### config.mk
export PLATFORM = sky130hd
export DESIGN_NAME = irq_reg_group
export DESIGN_NICKNAME = d
export VERILOG_FILES = /design/src/rtl/irq_regs_pkg.sv /design/src/rtl/irq_reg_ctrl.sv /design/src/rtl/irq_stretch_timer.sv /design/src/rtl/irq_reg_datapath.sv /design/src/rtl/irq_reg_group.sv
export SDC_FILE = /design/constraint.sdc
export NUM_CORES = 1
export LEC_CHECK = 0
export BUFFER_PORTS_ARGS = -buffer_cell sky130_fd_sc_hd__buf_2
export CAP_MARGIN = 20
export CORE_UTILIZATION = 53
export DETAILED_ROUTE_END_ITERATION = 16
export GPL_ROUTABILITY_DRIVEN = 0
export GPL_TIMING_DRIVEN = 0
export PLACE_DENSITY = 0.9
export SYNTH_ARGS = -nofsm -noshare
export SYNTH_HDL_FRONTEND = slang
export SYNTH_SLANG_ARGS = --single-unit
export TNS_END_PERCENT = 50
### constraint.sdc
create_clock -name clk -period 2.7 [get_ports clk]
set_clock_uncertainty 0.15 [all_clocks]
set_input_delay 0 -clock clk [delete_from_list [all_inputs] [get_ports clk]]
set_output_delay 0 -clock clk [all_outputs]
set_load 0.1 [all_outputs]
### src/rtl/irq_regs_pkg.sv
package irq_regs_pkg;
  localparam int SRC_W   = 10;
  localparam int ADDR_W  = 8;
  localparam int DATA_W  = SRC_W;
  localparam int LIMIT_W = 8;

  localparam logic [SRC_W-1:0]   IMPL_BITS   = 10'h2FF;
  localparam logic [LIMIT_W-1:0] LIMIT_RESET = 8'hFF;
  localparam int                 BIT_TIMEOUT = 3;

  localparam logic [ADDR_W-1:0] OFS_STATUS  = 8'h10;
  localparam logic [ADDR_W-1:0] OFS_LIMIT   = 8'h1C;
  localparam logic [ADDR_W-1:0] OFS_MASK    = 8'h20;
  localparam logic [ADDR_W-1:0] OFS_ENABLE  = 8'h24;
  localparam logic [ADDR_W-1:0] OFS_DISABLE = 8'h28;

  typedef struct packed {
    logic clrStatus;
    logic openMask;
    logic closeMask;
    logic loadLimit;
  } regStrobe_t;
endpackage

### src/rtl/irq_reg_ctrl.sv
module irq_reg_ctrl
  import irq_regs_pkg::*;
#(
  parameter int AW = ADDR_W
) (
  input  logic          wrEn,
  input  logic [AW-1:0] wrAddr,
  output regStrobe_t    strobe
);
  always_comb begin
    strobe = '0;
    if (wrEn) begin
      unique case (wrAddr)
        OFS_STATUS:  strobe.clrStatus = 1'b1;
        OFS_ENABLE:  strobe.openMask  = 1'b1;
        OFS_DISABLE: strobe.closeMask = 1'b1;
        OFS_LIMIT:   strobe.loadLimit = 1'b1;
        default:     strobe = '0;
      endcase
    end
  end
endmodule

### src/rtl/irq_stretch_timer.sv
module irq_stretch_timer #(
  parameter int LW = 8
) (
  input  logic          clk,
  input  logic          rstN,
  input  logic          busStretch,
  input  logic [LW-1:0] limit,
  output logic          tmoPulse
);
  logic [LW-1:0] cnt;
  logic          fired;

  always_ff @(posedge clk or negedge rstN) begin
    if (!rstN) begin
      cnt      <= '0;
      fired    <= 1'b0;
      tmoPulse <= 1'b0;
    end else begin
      tmoPulse <= 1'b0;
      if (!busStretch) begin
        cnt   <= '0;
        fired <= 1'b0;
      end else if (!fired) begin
        if (cnt >= limit) begin
          tmoPulse <= 1'b1;
          fired    <= 1'b1;
        end else begin
          cnt <= cnt + 1'b1;
        end
      end
    end
  end
endmodule

### src/rtl/irq_reg_datapath.sv
module irq_reg_datapath
  import irq_regs_pkg::*;
#(
  parameter int               SW    = SRC_W,
  parameter int               DW    = DATA_W,
  parameter int               AW    = ADDR_W,
  parameter int               LW    = LIMIT_W,
  parameter logic [SW-1:0]    IMPL  = IMPL_BITS,
  parameter logic [LW-1:0]    LRST  = LIMIT_RESET
) (
  input  logic          clk,
  input  logic          rstN,
  input  regStrobe_t    strobe,
  input  logic [DW-1:0] wrData,
  input  logic [SW-1:0] evtAll,
  input  logic [AW-1:0] rdAddr,
  output logic [DW-1:0] rdData,
  output logic [SW-1:0] statusQ,
  output logic [SW-1:0] maskQ,
  output logic [LW-1:0] limitQ,
  output logic          irq
);
  for (genvar i = 0; i < SW; i++) begin : g_src
    if (IMPL[i]) begin : g_impl
      always_ff @(posedge clk or negedge rstN) begin
        if (!rstN) begin
          statusQ[i] <= 1'b0;
        end else if (evtAll[i]) begin
          statusQ[i] <= 1'b1;
        end else if (strobe.clrStatus && wrData[i]) begin
          statusQ[i] <= 1'b0;
        end
      end
      always_ff @(posedge clk or negedge rstN) begin
        if (!rstN) begin
          maskQ[i] <= 1'b1;
        end else if (strobe.openMask && wrData[i]) begin
          maskQ[i] <= 1'b0;
        end else if (strobe.closeMask && wrData[i]) begin
          maskQ[i] <= 1'b1;
        end
      end
    end else begin : g_rsvd
      assign statusQ[i] = 1'b0;
      assign maskQ[i]   = 1'b0;
    end
  end

  always_ff @(posedge clk or negedge rstN) begin
    if (!rstN) begin
      limitQ <= LRST;
    end else if (strobe.loadLimit) begin
      limitQ <= wrData[LW-1:0];
    end
  end

  always_ff @(posedge clk or negedge rstN) begin
    if (!rstN) begin
      irq <= 1'b0;
    end else begin
      irq <= |(statusQ & ~maskQ);
    end
  end

  always_comb begin
    case (rdAddr)
      OFS_STATUS: rdData = DW'(statusQ);
      OFS_MASK:   rdData = DW'(maskQ);
      OFS_LIMIT:  rdData = DW'(limitQ);
      default:    rdData = '0;
    endcase
  end
endmodule

### src/rtl/irq_reg_group.sv
module irq_reg_group
  import irq_regs_pkg::*;
(
  input  logic              clk,
  input  logic              rstN,
  input  logic              wrEn,
  input  logic [ADDR_W-1:0] wrAddr,
  input  logic [DATA_W-1:0] wrData,
  input  logic [ADDR_W-1:0] rdAddr,
  output logic [DATA_W-1:0] rdData,
  input  logic [SRC_W-1:0]  evtIn,
  input  logic              busStretch,
  output logic              irq
);
  regStrobe_t         strobe;
  logic               tmoPulse;
  logic [SRC_W-1:0]   evtAll;
  logic [SRC_W-1:0]   statusQ;
  logic [SRC_W-1:0]   maskQ;
  logic [LIMIT_W-1:0] limitQ;

  irq_reg_ctrl #(.AW(ADDR_W)) u_ctrl (
    .wrEn(wrEn), .wrAddr(wrAddr), .strobe(strobe)
  );

  irq_stretch_timer #(.LW(LIMIT_W)) u_tmo (
    .clk(clk), .rstN(rstN), .busStretch(busStretch),
    .limit(limitQ), .tmoPulse(tmoPulse)
  );

  always_comb begin
    evtAll = evtIn;
    evtAll[BIT_TIMEOUT] = evtIn[BIT_TIMEOUT] | tmoPulse;
  end

  irq_reg_datapath u_dp (
    .clk(clk), .rstN(rstN), .strobe(strobe), .wrData(wrData),
    .evtAll(evtAll), .rdAddr(rdAddr), .rdData(rdData),
    .statusQ(statusQ), .maskQ(maskQ), .limitQ(limitQ), .irq(irq)
  );
endmodule

Word-level counts from Yosys, hierarchy flattened
Index checks and enable logic that the tools add are counted.
{"block": "word_totals", "register_bits": 37, "inputBits": 40, "out_inout_bits": 11, "word_cells": 134}
{"block": "op_classes", "add_sub_neg": 1, "order_cmp": 1, "eq_ne": 9, "n_mux": 50, "n_bitwise": 3, "n_reduce_logical": 47}
{"cell": "1-bit two-way mux", "count": 45}
{"cell": "2-bit nonzero test", "count": 18}
{"cell": "8-bit by 5-bit equality test with 1-bit output (second input constant)", "count": 4}
{"cell": "10-bit one-hot mux with 3 select lines", "count": 1}
{"cell": "1-bit logical AND", "count": 27}
{"cell": "8-bit by 6-bit equality test with 1-bit output (second input constant)", "count": 3}
{"cell": "8-bit two-way mux", "count": 3}
{"cell": "10-bit AND", "count": 1}
{"cell": "10-bit inverter", "count": 1}
{"cell": "10-bit OR reduction", "count": 1}
{"cell": "8-bit by 1-bit adder with 8-bit output (second input constant)", "count": 1}
{"cell": "8-bit greater-or-equal comparator", "count": 1}
{"cell": "4-bit two-way mux", "count": 1}
{"cell": "2-bit inequality test (second input constant)", "count": 2}
{"cell": "2-bit AND reduction", "count": 1}
{"cell": "1-bit OR", "count": 1}

Logic depth before layout (Yosys ltp)
{"block": "depth", "word_depth": 6, "ltp_mapped": 7, "ltp_nobuf": 7}

By module
A second synthesis with hierarchy kept.
{"block": "hier_totals", "cells_unflattened": 206, "area_unflattened_um2": 2087.0}
{"mod": "irq_reg_datapath", "instances": 1, "cells_each": 120, "area_per_inst_um2": 1315.0, "seq_area_each_um2": 696.9}
{"mod": "irq_stretch_timer", "instances": 1, "cells_each": 75, "area_per_inst_um2": 696.9, "seq_area_each_um2": 250.2}
{"mod": "irq_reg_ctrl", "instances": 1, "cells_each": 10, "area_per_inst_um2": 68.8, "seq_area_each_um2": 0.0}
{"mod": "irq_reg_group", "instances": 1, "cells_each": 1, "area_per_inst_um2": 6.3, "seq_area_each_um2": 0.0}

Worst setup path after synthesis
OpenSTA, ideal clock, no wires.
{"block": "synth_timing", "path_kind": "register to register", "startpoint": "register u_dp.limitQ[1]", "endpoint": "register u_tmo.cnt[7]", "setup_time_ps": 77, "t_arrival_ps": 2161, "setup_slack_ps": 312, "stages_incl_launch_ff": 8, "n_path_buf": 0, "path_cell_list": "dfstp_2 inv_1 ha_1 or4_4 a21oi_4 o31ai_2 or4_1 a21oi_1"}
{"block": "synth_between", "elab_chain_len": 3}
{"item": "from (decl)", "line": "irq_reg_datapath.sv:20", "rtl": "output logic [LW-1:0] limitQ,"}
{"item": "from (signal assigned)", "line": "irq_reg_datapath.sv:53", "rtl": "limitQ <= wrData[LW-1:0];"}
{"item": "8-bit greater-or-equal comparator", "line": "irq_stretch_timer.sv:24", "rtl": "if (cnt >= limit) begin"}
{"item": "2-bit inequality test (no line)"}
{"item": "2-bit AND reduction (no line)"}
{"item": "to (signal assigned)", "line": "irq_stretch_timer.sv:28", "rtl": "cnt <= cnt + 1'b1;"}
{"item": "to (decl)", "line": "irq_stretch_timer.sv:10", "rtl": "logic [LW-1:0] cnt;"}
No other way between the ends.
A chain may end at the register's enable or synchronous reset.

Worst setup path after layout
Same ends and word-level chain as after synthesis.

==> metrics <==
Die W=63.8 um; kind of start point of the critical path=flip-flop; largest area contributor in the synthesized netlist=sky130_fd_sc_hd__dfrtp_1; Vias=1884; Vias per Instance=5.83; Die Area=4070 um^2; largest family of logic cells by synthesized area=compound AO/OA/AOI/OAI gates; crit path kind=flip-flop to flip-flop; max_cap viols=0; Synth Area in Adders=0.0556; detailed router's first-iteration violation count=128; Post-Syn Nets=247; top post-synthesis cells by count=28 x sky130_fd_sc_hd__inv_1, 22 x sky130_fd_sc_hd__a21oi_1, 20 x sky130_fd_sc_hd__dfrtp_1, 17 x sky130_fd_sc_hd__dfstp_2, 17 x sky130_fd_sc_hd__nand2_1; Mapped Cells=198; share of the cycle needed by the critical path after routing=0.962; total negative slack for setup checks=0 ns; TritonCTS clock tree=built; setup repair after global routing missed its margin=false; count leader, synth=sky130_fd_sc_hd__inv_1; Post-DRT Antenna Nets=0; Post-Synth XOR/XNOR Area=0.00433; number of remaining DRC errors=0; # port buffers=47; hold violation count in the final report=0; count of filler cells inserted in the layout=248; root buffer cell=sky130_fd_sc_hd__clkbuf_8; simple-gate area share of the yosys netlist=0.146; transition time at the pin with the least slew margin=1.02 ns; number of distinct library cell variants in the gate-level netlist after synthesis=39; warnings from Yosys=0; core area=3660 um^2; latest clock arrival within the worst-skew pair=0.29 ns; Detailed Route WL=5000 um; VDD IR-drop max=356 uV; Wirelength per Cell=15.5 um; post-layout minimum cycle time=2.60 ns; fraction of final layout cells sized beyond drive strength 1=0.287; number of global-route vias before repair=1880; power density normalized to cell area=440 nW/um^2; wire length of the first global-routing pass=8420 um; timing-limited maximum frequency=385 MHz; setup violation total in the final timing report=0; placed wire-length estimate=3340 um; initial cell density of the core=0.553; data arrival time at the worst-slack endpoint=2.66 ns; most frequently used flop master after synthesis=sky130_fd_sc_hd__dfrtp_1; required arrival time at the worst endpoint=2.76 ns; final core utilization=0.715; capturing element type of the critical path=flip-flop; synthesized cell area=2020 um^2; area fraction in compound gates after synthesis=0.206; number of top-level pins=51; result of the run=finished, final reports clean; number of cell rows=22; final antenna diode count=0; register bit total from synthesis=37; post-layout net count=323; area fraction of the dominant cell type after synthesis=0.247; initial antenna violation count=0; pin count of the biggest net entering global routing=38; number of H-tree branching levels=2; global route total overflow=0; Num CTS Buffers=5; Worst Hold Margin=0.0183 ns; Tightest Hold Check Type=input port to flip-flop; Post-CTS Setup Repair Bufs=0; clock slew seen by the registers of the worst setup and hold paths=0.07 ns; Syn-to-layout area delta=29.3%; number of clock sinks=37; multiplexer share of the synthesized area=0.0593; number of enable-type register cells in the synthesized netlist=0; leakage dissipation=1.18 nW; Max Slew Vio Count=0; leading cell types by total area after synthesis=sky130_fd_sc_hd__dfrtp_1 25%, sky130_fd_sc_hd__dfstp_2 22%, sky130_fd_sc_hd__ha_1 5.6%; Die Y=63.8 um; share of synthesized flip-flops with an asynchronous set or reset=1.00; maximum root-to-sink buffer count=2; sequential share of the synthesized area=0.468; Final Total Pwr=1.15 mW; top fanout value on the critical path=9; number of detailed-route iterations in the first pass=5; average cell area after synthesis=10.2 um^2; global-route total usage across every layer=0.274; relative slew slack=0.317
==> timing repair <==
action / CTS / global route
endpoints found under the hold margin: 56 / 0
resized for setup: 0 / 0
setup endpoints to repair: 0 / 0
hold buffers: 21 / 0
==> registers in the layout (all words and copies together), names as in the netlist <==
| name | cells |
|---|---|
| u_dp.limitQ | 8 |
| u_dp.statusQ | 9 |
| u_dp.irq | 1 |
| u_tmo.fired | 1 |
| u_tmo.tmoPulse | 1 |
| u_tmo.cnt | 8 |
| u_dp.maskQ | 9 |
==> metrics by stage <==
stage / cell area (um^2) / worst slack (ns) / std cells
final: 2620 / 0.104 / 323
after global routing: 2620 / 0.0233 / 323
after CTS: 2620 / 0.129 / 323
after detailed placement: 2320 / 0.149 / 294
after global placement: 2320 / 0.212 / 293
after floorplan: 2020 / 0.312 / 198
==> layer usage <==
metal	wire length, um	global-route usage	up-vias
met4	134	0.116	0
met5	0	0	-
met1	2030	0.341	901
met3	276	0.0661	17
li1	-	-	882
met2	2550	0.453	84
==> worst max-delay path, stage by stage (launching register included) <==
cell	delay [ns]
sky130_fd_sc_hd__dfstp_2	0.56
sky130_fd_sc_hd__inv_1	0.05
sky130_fd_sc_hd__ha_1	0.19
sky130_fd_sc_hd__or4_4	0.55
sky130_fd_sc_hd__a21oi_4	0.16
sky130_fd_sc_hd__o31ai_2	0.15
sky130_fd_sc_hd__or4_1	0.55
sky130_fd_sc_hd__a21oi_1	0.17
==> placed cells by master (no fill, tap or decap), types with 5 or more instances in the layout <==
| master | netlist | routed |
|---|---|---|
| sky130_fd_sc_hd__dfstp_2 | 17 | 17 |
| sky130_fd_sc_hd__nor2_1 | 5 | 5 |
| sky130_fd_sc_hd__mux2_1 | 8 | 8 |
| sky130_fd_sc_hd__dlygate4sd3_1 | 0 | 21 |
| sky130_fd_sc_hd__dfrtp_1 | 20 | 20 |
| sky130_fd_sc_hd__a21oi_1 | 22 | 22 |
| sky130_fd_sc_hd__inv_1 | 28 | 28 |
| sky130_fd_sc_hd__ha_1 | 9 | 9 |
| sky130_fd_sc_hd__nand2_1 | 17 | 17 |
| sky130_fd_sc_hd__buf_2 | 0 | 48 |
| sky130_fd_sc_hd__nand2b_1 | 5 | 5 |
| sky130_fd_sc_hd__clkbuf_8 | 0 | 5 |
| sky130_fd_sc_hd__a222oi_1 | 9 | 9 |
| sky130_fd_sc_hd__a21o_1 | 10 | 10 |
==> where the power goes <==
part	internal, mW	switching [mW]	leakage, nW
registers	0.587	0.0186	0.400
clock network	0.179	0.186	0.0450
logic	0.0847	0.0963	0.735
total	0.850	0.301	1.18
==> cell families after synthesis <==
kind of cell | after synthesis
XOR/XNOR | 1
other | 1
buffers and inverters | 31
AND/OR/NAND/NOR | 53
adder cells (fa/ha/maj) | 9
AO/OA/AOI/OAI | 55
flip-flops | 37
multiplexers | 11
==> layout make-up <==
type	instances	area, um^2	area share
timing repair buffer	69	450	0.172
tap	48	60.1	0.0229
multi-input combinational	130	957	0.366
inverter	28	105	0.0402
buffer	3	15.0	0.00574
clock inverter	2	10.0	0.00382
sequential	37	947	0.362
clock buffer	6	72.6	0.0277
==> worst paths after layout <==
kind / start / to / slack, ns / depth (start not counted)
setup / recovery: u_dp.limitQ[1]$_DFFE_PN1P_ / u_tmo.cnt[7]$_DFFE_PN0P_ / 0.10 / 7
hold / removal: wrAddr[3] / u_dp.statusQ[9]$_DFFE_PN0P_ / 0.02 / 4
setup reg to reg: u_dp.limitQ[1]$_DFFE_PN1P_ / u_tmo.cnt[7]$_DFFE_PN0P_ / 0.10 / 7
hold reg to reg: u_tmo.tmoPulse$_DFF_PN0_ / u_dp.statusQ[3]$_DFFE_PN0P_ / 0.30 / 1
max in group asynchronous: rstN / u_dp.statusQ[5]$_DFFE_PN0P_ / 1.72 / 2
min in group asynchronous: rstN / u_tmo.cnt[6]$_DFFE_PN0P_ / 0.18 / 2
No activity file was read; power rests on OpenSTA's default activity.
